### src/rtl/dma_chan_pkg.sv
package dma_chan_pkg;

   localparam int ADDR_W     = 16;
   localparam int LEN_W      = 13;
   localparam int DESC_BYTES = 8;

   typedef enum logic [2:0] {
      ST_IDLE, ST_DESC, ST_LOAD, ST_WAIT, ST_RD, ST_WR, ST_DONE
   } dma_state_e;

   typedef enum logic [1:0] {
      STEP_HOLD = 2'd0,
      STEP_UP1  = 2'd1,
      STEP_UP2  = 2'd2,
      STEP_DN1  = 2'd3
   } step_e;

   typedef struct packed {
      logic [ADDR_W-1:0] src;
      logic [ADDR_W-1:0] dst;
      logic [2:0]        vlen;
      logic [LEN_W-1:0]  len;
      logic              word;
      logic              repeat_en;
      logic              block_en;
      logic [4:0]        trig;
      step_e             src_step;
      step_e             dst_step;
      logic              irq_en;
      logic              len7;
      logic [1:0]        prio;
   } desc_t;

endpackage

### src/rtl/dma_desc_store.sv
module dma_desc_store
   import dma_chan_pkg::*;
#(
   parameter int IDX_W = 4
) (
   input  logic             clk,
   input  logic             rst_n,
   input  logic             cap_en,
   input  logic [IDX_W-1:0] cap_idx,
   input  logic [7:0]       cap_byte,
   output desc_t            desc
);

   logic [7:0] rec_q [DESC_BYTES];

   for (genvar b = 0; b < DESC_BYTES; b++) begin : g_byte
      always_ff @(posedge clk or negedge rst_n) begin
         if (!rst_n) begin
            rec_q[b] <= 8'h00;
         end else if (cap_en && cap_idx == IDX_W'(b)) begin
            rec_q[b] <= cap_byte;
         end
      end
   end

   always_comb begin
      desc.src       = {rec_q[0], rec_q[1]};
      desc.dst       = {rec_q[2], rec_q[3]};
      desc.vlen      = rec_q[4][7:5];
      desc.len       = {rec_q[4][4:0], rec_q[5]};
      desc.word      = rec_q[6][7];
      desc.repeat_en = rec_q[6][6];
      desc.block_en  = rec_q[6][5];
      desc.trig      = rec_q[6][4:0];
      desc.src_step  = step_e'(rec_q[7][7:6]);
      desc.dst_step  = step_e'(rec_q[7][5:4]);
      desc.irq_en    = rec_q[7][3];
      desc.len7      = rec_q[7][2];
      desc.prio      = rec_q[7][1:0];
   end

endmodule

### src/rtl/dma_len_calc.sv
module dma_len_calc
   import dma_chan_pkg::*;
#(
   parameter int CNT_W = 13
) (
   input  logic [2:0]       vlen,
   input  logic [LEN_W-1:0] len,
   input  logic             len7,
   input  logic             word,
   input  logic [15:0]      first_item,
   output logic             is_var,
   output logic [CNT_W-1:0] var_cnt
);

   localparam int SUM_W = 17;

   logic [15:0]      n_val;
   logic [1:0]       offset;
   logic [SUM_W-1:0] sum;

   always_comb begin
      n_val = word ? first_item : {8'h00, first_item[7:0]};
      if (len7) n_val = n_val & 16'h007F;
      is_var = 1'b1;
      unique case (vlen)
         3'd1:    offset = 2'd1;
         3'd2:    offset = 2'd0;
         3'd3:    offset = 2'd2;
         3'd4:    offset = 2'd3;
         default: begin
            offset = 2'd0;
            is_var = 1'b0;
         end
      endcase
      sum = SUM_W'(n_val) + SUM_W'(offset);
      if (sum > SUM_W'(len)) var_cnt = CNT_W'(len);
      else                   var_cnt = CNT_W'(sum);
   end

endmodule

### src/rtl/dma_addr_step.sv
module dma_addr_step
   import dma_chan_pkg::*;
(
   input  logic [ADDR_W-1:0] addr,
   input  step_e             step,
   input  logic              word,
   output logic [ADDR_W-1:0] next_addr
);

   logic [ADDR_W-1:0] delta;

   always_comb begin
      unique case (step)
         STEP_HOLD: delta = '0;
         STEP_UP1:  delta = word ? ADDR_W'(2) : ADDR_W'(1);
         STEP_UP2:  delta = word ? ADDR_W'(4) : ADDR_W'(2);
         STEP_DN1:  delta = word ? {{(ADDR_W-2){1'b1}}, 2'b10} : '1;
         default:   delta = '0;
      endcase
      next_addr = addr + delta;
   end

endmodule

### src/rtl/dma_chan_engine.sv
module dma_chan_engine
   import dma_chan_pkg::*;
#(
   parameter int NUM_TRIG = 31,
   parameter int CNT_W    = 13
) (
   input  logic                clk,
   input  logic                rst_n,
   input  logic                arm,
   input  logic                abort,
   input  logic [15:0]         desc_addr,
   input  logic                sw_req,
   input  logic [NUM_TRIG-1:1] trig_vec,
   output logic                mem_req,
   output logic                mem_we,
   output logic                mem_word,
   output logic [15:0]         mem_addr,
   output logic [15:0]         mem_wdata,
   input  logic [15:0]         mem_rdata,
   output logic                armed,
   output logic                done,
   output logic                irq,
   output logic [1:0]          prio
);

   localparam int IDX_W = $clog2(DESC_BYTES) + 1;

   if (NUM_TRIG < 2 || NUM_TRIG > 32) begin : g_bad_trig
      $error("NUM_TRIG must lie in 2..32");
   end
   if (CNT_W < LEN_W) begin : g_bad_cnt
      $error("CNT_W must hold the full descriptor length");
   end

   dma_state_e        state_q;
   logic [IDX_W-1:0]  idx_q;
   logic [ADDR_W-1:0] dptr_q;
   logic [ADDR_W-1:0] src_q;
   logic [ADDR_W-1:0] dst_q;
   logic [CNT_W-1:0]  cnt_q;
   logic              first_q;

   desc_t             desc;
   logic              cap_en;
   logic [IDX_W-1:0]  cap_idx;
   logic              is_var;
   logic [CNT_W-1:0]  var_cnt;
   logic [CNT_W-1:0]  cnt_use;
   logic              hw_hit;
   logic              trig_hit;

   logic [ADDR_W-1:0] cur_addr [2];
   logic [ADDR_W-1:0] nxt_addr [2];
   step_e             step_sel [2];

   assign cap_en  = (state_q == ST_DESC) && (idx_q != '0);
   assign cap_idx = idx_q - 1'b1;

   dma_desc_store #(.IDX_W(IDX_W)) u_store (
      .clk      (clk),
      .rst_n    (rst_n),
      .cap_en   (cap_en),
      .cap_idx  (cap_idx),
      .cap_byte (mem_rdata[7:0]),
      .desc     (desc)
   );

   dma_len_calc #(.CNT_W(CNT_W)) u_len (
      .vlen       (desc.vlen),
      .len        (desc.len),
      .len7       (desc.len7),
      .word       (desc.word),
      .first_item (mem_rdata),
      .is_var     (is_var),
      .var_cnt    (var_cnt)
   );

   assign cur_addr[0] = src_q;
   assign cur_addr[1] = dst_q;
   assign step_sel[0] = desc.src_step;
   assign step_sel[1] = desc.dst_step;

   for (genvar s = 0; s < 2; s++) begin : g_side
      dma_addr_step u_step (
         .addr      (cur_addr[s]),
         .step      (step_sel[s]),
         .word      (desc.word),
         .next_addr (nxt_addr[s])
      );
   end

   always_comb begin
      hw_hit = 1'b0;
      for (int i = 1; i < NUM_TRIG; i++) begin
         if (desc.trig == 5'(i)) hw_hit = trig_vec[i];
      end
   end

   assign trig_hit = sw_req || hw_hit;
   assign cnt_use  = (first_q && is_var) ? var_cnt : cnt_q;

   always_ff @(posedge clk or negedge rst_n) begin
      if (!rst_n) begin
         state_q <= ST_IDLE;
         idx_q   <= '0;
         dptr_q  <= '0;
         src_q   <= '0;
         dst_q   <= '0;
         cnt_q   <= '0;
         first_q <= 1'b0;
      end else if (abort) begin
         state_q <= ST_IDLE;
      end else begin
         unique case (state_q)
            ST_IDLE: begin
               if (arm) begin
                  state_q <= ST_DESC;
                  idx_q   <= '0;
                  dptr_q  <= desc_addr;
               end
            end
            ST_DESC: begin
               idx_q <= idx_q + 1'b1;
               if (idx_q == IDX_W'(DESC_BYTES)) state_q <= ST_LOAD;
            end
            ST_LOAD: begin
               src_q   <= desc.src;
               dst_q   <= desc.dst;
               cnt_q   <= CNT_W'(desc.len);
               first_q <= 1'b1;
               state_q <= ST_WAIT;
            end
            ST_WAIT: begin
               if (trig_hit) begin
                  if (!is_var && cnt_q == '0) state_q <= ST_DONE;
                  else                        state_q <= ST_RD;
               end
            end
            ST_RD: begin
               state_q <= ST_WR;
            end
            ST_WR: begin
               if (cnt_use == '0) begin
                  state_q <= ST_DONE;
               end else begin
                  cnt_q   <= cnt_use - 1'b1;
                  first_q <= 1'b0;
                  src_q   <= nxt_addr[0];
                  dst_q   <= nxt_addr[1];
                  if (cnt_use == CNT_W'(1)) state_q <= ST_DONE;
                  else if (desc.block_en)   state_q <= ST_RD;
                  else                      state_q <= ST_WAIT;
               end
            end
            ST_DONE: begin
               state_q <= desc.repeat_en ? ST_LOAD : ST_IDLE;
            end
            default: state_q <= ST_IDLE;
         endcase
      end
   end

   always_comb begin
      mem_req   = 1'b0;
      mem_we    = 1'b0;
      mem_word  = 1'b0;
      mem_addr  = '0;
      mem_wdata = desc.word ? mem_rdata : {8'h00, mem_rdata[7:0]};
      unique case (state_q)
         ST_DESC: begin
            mem_req  = (idx_q < IDX_W'(DESC_BYTES));
            mem_addr = dptr_q + ADDR_W'(idx_q);
         end
         ST_RD: begin
            mem_req  = 1'b1;
            mem_word = desc.word;
            mem_addr = src_q;
         end
         ST_WR: begin
            mem_req  = (cnt_use != '0);
            mem_we   = (cnt_use != '0);
            mem_word = desc.word;
            mem_addr = dst_q;
         end
         default: ;
      endcase
   end

   assign armed = (state_q != ST_IDLE);
   assign done  = (state_q == ST_DONE);
   assign irq   = (state_q == ST_DONE) && desc.irq_en;
   assign prio  = desc.prio;

endmodule

### config.mk
export PLATFORM = sky130hd
export DESIGN_NAME = dma_chan_engine
export DESIGN_NICKNAME = d
export VERILOG_FILES = /design/src/rtl/dma_chan_pkg.sv /design/src/rtl/dma_desc_store.sv /design/src/rtl/dma_len_calc.sv /design/src/rtl/dma_addr_step.sv /design/src/rtl/dma_chan_engine.sv
export SDC_FILE = /design/constraint.sdc
export NUM_CORES = 1
export LEC_CHECK = 0
export CAP_MARGIN = 10
export CORE_ASPECT_RATIO = 1.1
export CORE_MARGIN = 1.5
export CORE_UTILIZATION = 51
export DETAILED_ROUTE_END_ITERATION = 16
export GPL_TIMING_DRIVEN = 0
export PLACE_DENSITY = 0.78
export SYNTH_ARGS = -nofsm -noshare
export SYNTH_HDL_FRONTEND = slang
export SYNTH_SLANG_ARGS = --single-unit
### constraint.sdc
create_clock -name clk -period 5.05 [get_ports clk]
set_input_delay 0.7575 -clock clk [delete_from_list [all_inputs] [get_ports clk]]
set_output_delay 0.7575 -clock clk [all_outputs]
set_load 0.1 [all_outputs]
After elaboration in Yosys (flattened, before gate mapping):

Cells that the tools add are included.
W data, S select, Z words.

* register bits: 133
* bits in latches: 0
* RAM bits: 0
* memory bits (read-only): 0
* input bits: 67
* output and inout bits: 40
* logic and storage cells: 181
* memories kept: 0

* add/subtract/negate cells: 7
* multipliers: 0
* div/mod/pow operators: 0
* $lt $le $gt $ge: 2
* equal/unequal tests: 60
* shifts and indexed selects: 0
* muxes and demuxes: 65
* bitwise gates (word level): 1
* reductions and logical operators: 31

Operators by type and width (count)
* $pmux W16 S4: 2
* $eq A5 B5 Y1 const B: 15
* $mux W16: 4
* $pmux W16 S2: 2
* $pmux W16 S3: 1
* $eq A5 B4 Y1 const B: 8
* $mux W13: 3
* $mux W1: 35
* $add A16 B16 Y16: 2
* $logic_not A13 Y1: 2
* $pmux W13 S2: 1
* $mux W3: 8
* $pmux W3 S7: 1
* $eq A5 B3 Y1 const B: 4
* $add A16 B2 Y17: 1
* $gt A17 B13 Y1: 1
* $add A16 B4 Y16: 1
* $eq A4 B3 Y1 const B: 4
* $eq A13 B1 Y1 const B: 1
* $reduce_bool A13 Y1: 1
* $sub A13 B1 Y13 const B: 1
* $eq A3 B2 Y1 const B: 4
* $eq A3 B3 Y1 const B: 4
* $logic_and A1 B1 Y1: 12
* other kinds (32): 48

Longest topological paths before layout:

* depth after elaboration: 35
* gate-level depth with buffers: 24
* gate-level depth less buffers: 21

Cells and area by module:

A second synthesis with hierarchy kept.

* cell total of the unflattened synthesis: 1099
* area total of the unflattened synthesis: 10162.2 um^2

By module, submodules not included
* dma_chan_engine: instances 1, cells an instance 620, area an instance 5116.2 um^2, seq. area each 1726.7 um^2
* dma_desc_store: instances 1, cells an instance 144, area an instance 2487.4 um^2, seq. area each 1601.5 um^2
* dma_len_calc: instances 1, cells an instance 114, area an instance 912.1 um^2, seq. area each 0.0 um^2
* dma_addr_step at g_side[0].u_step: instances 1, cells an instance 111, area an instance 823.3 um^2, seq. area each 0.0 um^2
* dma_addr_step at g_side[1].u_step: instances 1, cells an instance 110, area an instance 823.3 um^2, seq. area each 0.0 um^2

Worst setup path after synthesis:

Ideal clock, no wire load.

* kind: input port to output port
* start point: input mem_rdata[0]
* end point: output mem_req
* arrival: 5572 ps
* required time: 4293 ps
* setup slack: -1279 ps
* stages on the path: 18
* path buffers: 1
* path through: ha_1 > fa_1 > and4_1 > nand2_1 > xor2_1 > inv_1 > ha_1 > a211o_1 > nor2_1 > a211oi_1 > o21ai_0 > clkbuf_1 > nand3_1 > a31oi_1 > inv_1 > ha_1 > a31o_2 > a21oi_1

* cells in the longest elaborated chain, start to end: 8

Ends and longest elaborated chain
* from (decl): RTL line dma_chan_engine.sv:19 `input logic [15:0] mem_rdata,`
* $mux W16 (*): RTL line dma_len_calc.sv:22 `n_val = word ? first_item : {8'h00, first_item[7:0]};`
* $mux W16 (*): RTL line dma_len_calc.sv:23 `if (len7) n_val = n_val & 16'h007F;`
* $add A16 B2 Y17 (*): RTL line dma_len_calc.sv:35 `sum = SUM_W'(n_val) + SUM_W'(offset);`
* $gt A17 B13 Y1: RTL line dma_len_calc.sv:36 `if (sum > SUM_W'(len)) var_cnt = CNT_W'(len);`
* $mux W13 (*): RTL line dma_len_calc.sv:36
* $mux W13 (*): RTL line dma_chan_engine.sv:100 `assign cnt_use = (first_q && is_var) ? var_cnt : cnt_q;`
* $reduce_bool A13 Y1 (*): RTL line dma_chan_engine.sv:180 `mem_req = (cnt_use != '0);`
* $pmux W1 S3 (*): RTL line dma_chan_engine.sv:169 `unique case (state_q)`
* to (decl): RTL line dma_chan_engine.sv:14 `output logic mem_req,`

Every way passes the cells marked *; elsewhere a longest branch is shown, timed or not.

Worst setup path in the final report:

* start point: register u_store.rec_q (netlist bit u_store.desc[31])
* end point: output mem_req

* cells in the longest elaborated chain, start to end: 8
* elaborated cells between the ends (all ways): 14
* classes of those cells: 1 x add/sub; 1 x order compare; 4 x eq/ne; 5 x mux; 3 x reduce/logical

Ends and longest elaborated chain
* from (decl): RTL line dma_desc_store.sv:14 `logic [7:0] rec_q [DESC_BYTES];`
* from (signal, indexed assignment): RTL line dma_desc_store.sv:21 `rec_q[b] <= cap_byte;`
* $eq A3 B3 Y1, or another cell as far along: RTL line dma_len_calc.sv:25 `unique case (vlen)`
* $pmux W2 S3: RTL line dma_len_calc.sv:25
* $add A16 B2 Y17: RTL line dma_len_calc.sv:35
* $gt A17 B13 Y1: RTL line dma_len_calc.sv:36
* $mux W13: RTL line dma_len_calc.sv:36
* $mux W13 (*): RTL line dma_chan_engine.sv:100
* $reduce_bool A13 Y1 (*): RTL line dma_chan_engine.sv:180
* $pmux W1 S3 (*): RTL line dma_chan_engine.sv:169

Marks and branches as above.

==> impl_metrics.env <==
export IMPL_netlist_top_cells_area="dfrtp_1 34%, mux2_2 7.8%, ha_1 7.4%"
export IMPL_dp_hpwl_mm=21.4
export IMPL_setup_ws_ns=-0.588
export IMPL_drv_slew=0
export IMPL_nFillCells=1370
export IMPL_ys_seq_elements=133
export IMPL_grt_max_degree=80
export IMPL_via_per_inst=6.30
export IMPL_critPathCaptureType="output pin"
export IMPL_max_stage_delay_ns=0.43
export IMPL_syn_area_um2=9780
export IMPL_cp_start_kind="register"
export IMPL_worstMarginPinSlew_ns=1.11
export IMPL_syn_inst=1127
export IMPL_grt_first_pass_wirelength_mm=47.6
export IMPL_drive_above_1_share=0.251
export IMPL_highest_layer="met4"
export IMPL_crit_chain="nand2b_4 > a21oi_4 > ha_4 > fa_2 > and4_4 > nand2_1 > nor3_2 > xnor2_2 > ha_1 > a21oi_1 > o21a_1 > nand2_1 > o21a_4 > buf_6 > or4_1 > o211ai_1 > nand4b_4 > nor3_4 > a31o_4 > a21oi_4 > buf_12"
export IMPL_hold_path_class="input port to async pin"
export IMPL_rows=52
export IMPL_cts_tree="done"
export IMPL_finalPower_w=0.00628
export IMPL_overflow=0
export IMPL_wl_met3_mm=3.10
export IMPL_io_buffers=106
export IMPL_wl_met2_mm=15.8
export IMPL_place_gp_congestion=0.946
export IMPL_cp_top_family="simple AND/OR/NAND/NOR gates"
export IMPL_synthArstFlopShare=1.00
export IMPL_hold_viol=0
export IMPL_cp_arrival_ns=4.88
export IMPL_dp_slack_ns=-2.37
export IMPL_syn_mean_instance_area_um2=8.68
export IMPL_multi_input_area_um2=6660
export IMPL_rr_worst_depth=27
export IMPL_cts_inserted_buffers=17
export IMPL_clock_skew_ns=0.00901
export IMPL_drt_met1_wl_mm=12.8
export IMPL_ys_seq_area_frac=0.340
export IMPL_worstPathMaxFanout=4
export IMPL_r2r_slack_ns=-0.15
export IMPL_area_growth_pct=35.6
export IMPL_dp_cells=1477
export IMPL_syn_nets=1256
export IMPL_cts_htree_levels=4
export IMPL_rsz0062_at_grt="true"
export IMPL_antenna_found_initial=0
export IMPL_vias=9872
export IMPL_grt_usage=0.308
export IMPL_root_buffer="clkbuf_16"
export IMPL_antenna_cells=0
export IMPL_synth_distinct_cells=75
export IMPL_insertion_delay_ns=0.43
export IMPL_vdd_drop_max_mv=0.308
export IMPL_grt_pass1_vias=9230
export IMPL_dieHeight_um=148
export IMPL_setup_tns_ns=-4.66
export IMPL_synth_edf_count=0
export IMPL_cp_required_ns=4.29
export IMPL_reg2reg_to="dst_q[2]"
export IMPL_timing_slew_headroom=0.256
export IMPL_stdcell_count=1566
export IMPL_first_pass_iters=8
export IMPL_period_needed_ns=5.64
export IMPL_path_clk_slew_ns=0.07
export IMPL_violations="negative setup slack"
export IMPL_ios=107
export IMPL_max_cap_violations=0
export IMPL_core_area_um2=18600
export IMPL_setup_viol=44
export IMPL_drc_errors=0
export IMPL_seqCellArea_um2=3330
export IMPL_synth_top_area_cell="dfrtp_1"
export IMPL_cp_slowest_cell="dfrtp_1"
export IMPL_routed_wl_mm=33.6
export IMPL_wl_per_cell_um=21.5
export IMPL_ctsHoldBuffers=0
export IMPL_fmax_mhz=177
export IMPL_period_share=1.12
export IMPL_synth_warnings=0
export IMPL_antenna_left=0
export IMPL_synth_top_cell_area_share=0.340
export IMPL_path_class="register to output pin"
export IMPL_dieArea_um2=20000
export IMPL_cts_path_max_buffers=2
export IMPL_fin_nets=1439
export IMPL_die_w_um=135
export IMPL_crit_buf_inv=2
export IMPL_drtIter0Drc=895
export IMPL_reg2reg_from="u_store.desc[31]"
export IMPL_ys_flop_type="dfrtp_1"
export IMPL_start_util=0.526
export IMPL_whs_ns=0.293
export IMPL_power_density_nw_per_um2=473
export IMPL_cts_sinks=133
export IMPL_outcome="finished with violations"
export IMPL_leakage_nw=5.75
## final cells by class
type,instances,area share
multi-input combinational,878,0.502
sequential,133,0.251
timing repair buffer,165,0.131
buffer,74,0.0341
clock buffer,17,0.0321
tap,243,0.0229
clock inverter,15,0.0147
inverter,41,0.0116
## logic make-up after synthesis
family / after synthesis / share of synthesized area
xor gates and xnor gates: 54 / 0.0484
muxes: 88 / 0.101
adders and majority gates: 62 / 0.0824
and+or+nand+nor: 389 / 0.195
DFF: 133 / 0.340
AOI/OAI and AO/OA: 285 / 0.182
buffers and inverters: 116 / 0.0507
## sequential cells by signal (all words and copies together) (netlist names)
signal and count:
dst_q 16, src_q 16, dptr_q 16, idx_q 4, u_store.desc 64, first_q 1, cnt_q 13, state_q 3
## where the power goes
part           switching (W)  internal [W]  total, W
combinational        0.00183       0.00131   0.00314
sequential          0.000407       0.00140   0.00181
clock               0.000543      0.000791   0.00133
total                0.00278       0.00350   0.00628
## per-layer routing
| metal | track usage | up-vias |
|---|---|---|
| met5 | 0 | - |
| met4 | 0.150 | 0 |
| met3 | 0.0637 | 162 |
| met2 | 0.508 | 604 |
| met1 | 0.385 | 4716 |
| li1 | - | 4390 |
## worst max path at each step
stage | from | end | cells after the start
after floorplan | mem_rdata[0] | mem_req | 18
after global routing | u_store.desc[31] | mem_req | 21
after detailed placement | mem_rdata[0] | mem_req | 18
after global placement | mem_rdata[0] | mem_req | 19
after CTS | u_store.desc[31] | mem_req | 22
final | u_store.desc[31] | mem_req | 21
## metrics by stage
stage                      util  cell area, µm²
final                     0.713           13300
after global routing      0.713           13300
after CTS                 0.668           12400
after detailed placement  0.611           11400
after global placement    0.609           11300
after floorplan               -            9970
## cell usage in the layout (no fill, tap or decap), types with 8 or more instances in the layout
cell type / count
xor2_1: 14
o21ai_1: 17
nand2b_1: 10
and2_1: 14
nor2_1: 78
buf_8: 8
nor4_1: 9
and3_1: 14
xnor2_1: 37
or3_1: 8
buf_4: 42
nor2b_1: 21
dfrtp_1: 132
a22oi_1: 15
clkdlybuf4s50_1: 94
mux2_2: 68
a21oi_2: 8
nand2_1: 98
nor3_1: 26
nand4_1: 10
buf_6: 17
clkbuf_16: 24
mux2i_1: 17
clkbuf_1: 46
o21a_1: 11
nand3_1: 24
ha_1: 53
a31oi_1: 12
a21oi_1: 63
nand2_2: 27
inv_1: 37
a21o_1: 9
o21ai_2: 20
o21ai_0: 54
## worst register-to-register path: stages (launching register included)
cell and delay, ns:
dfrtp_1 0.43, buf_6 0.15, nand2b_4 0.08, a21oi_4 0.06
ha_4 0.16, fa_2 0.39, and4_4 0.21, nand4_1 0.13
xor2_1 0.16, nor2_1 0.08, ha_1 0.30, nand2_1 0.09
or3_4 0.35, a211oi_4 0.26, o21ai_2 0.12, clkbuf_8 0.19
a41o_1 0.24, or2_4 0.27, inv_2 0.09, ha_4 0.17
nand2_2 0.08, o41ai_4 0.35, buf_4 0.19, buf_12 0.14
buf_8 0.13, buf_8 0.14, nand2_2 0.07, o21ai_1 0.08
## Yosys cell counts (3+ instances only)
master,instances
mux2i_1,18
nand3_1,27
a211o_1,5
a31oi_1,15
o211ai_1,4
or2_2,4
or3_1,9
nor2_1,85
nand2b_1,13
nand4_1,10
nand2_1,131
a31o_2,3
o21ai_0,90
dfrtp_1,133
fa_1,4
o31ai_1,8
a21o_1,9
a21oi_1,75
xnor2_1,38
and2_1,14
a22oi_1,15
a211oi_1,6
clkbuf_1,54
buf_2,9
o21a_1,12
o31a_1,7
inv_1,40
xor2_1,16
mux2_2,68
nor4_1,11
and3_1,14
ha_1,58
o22ai_1,6
nor3_1,30
nor2b_1,21
a41oi_1,5
buf_4,11
## timing repair
item / 4_1_cts / 5_1_grt
cloned: 0 / 9
gates resized for setup: 81 / 184
pin swaps: 22 / 22
setup endpoints to repair: 55 / 57
buffers inserted: 28 / 21
No activity file was read; power rests on OpenSTA's default activity.
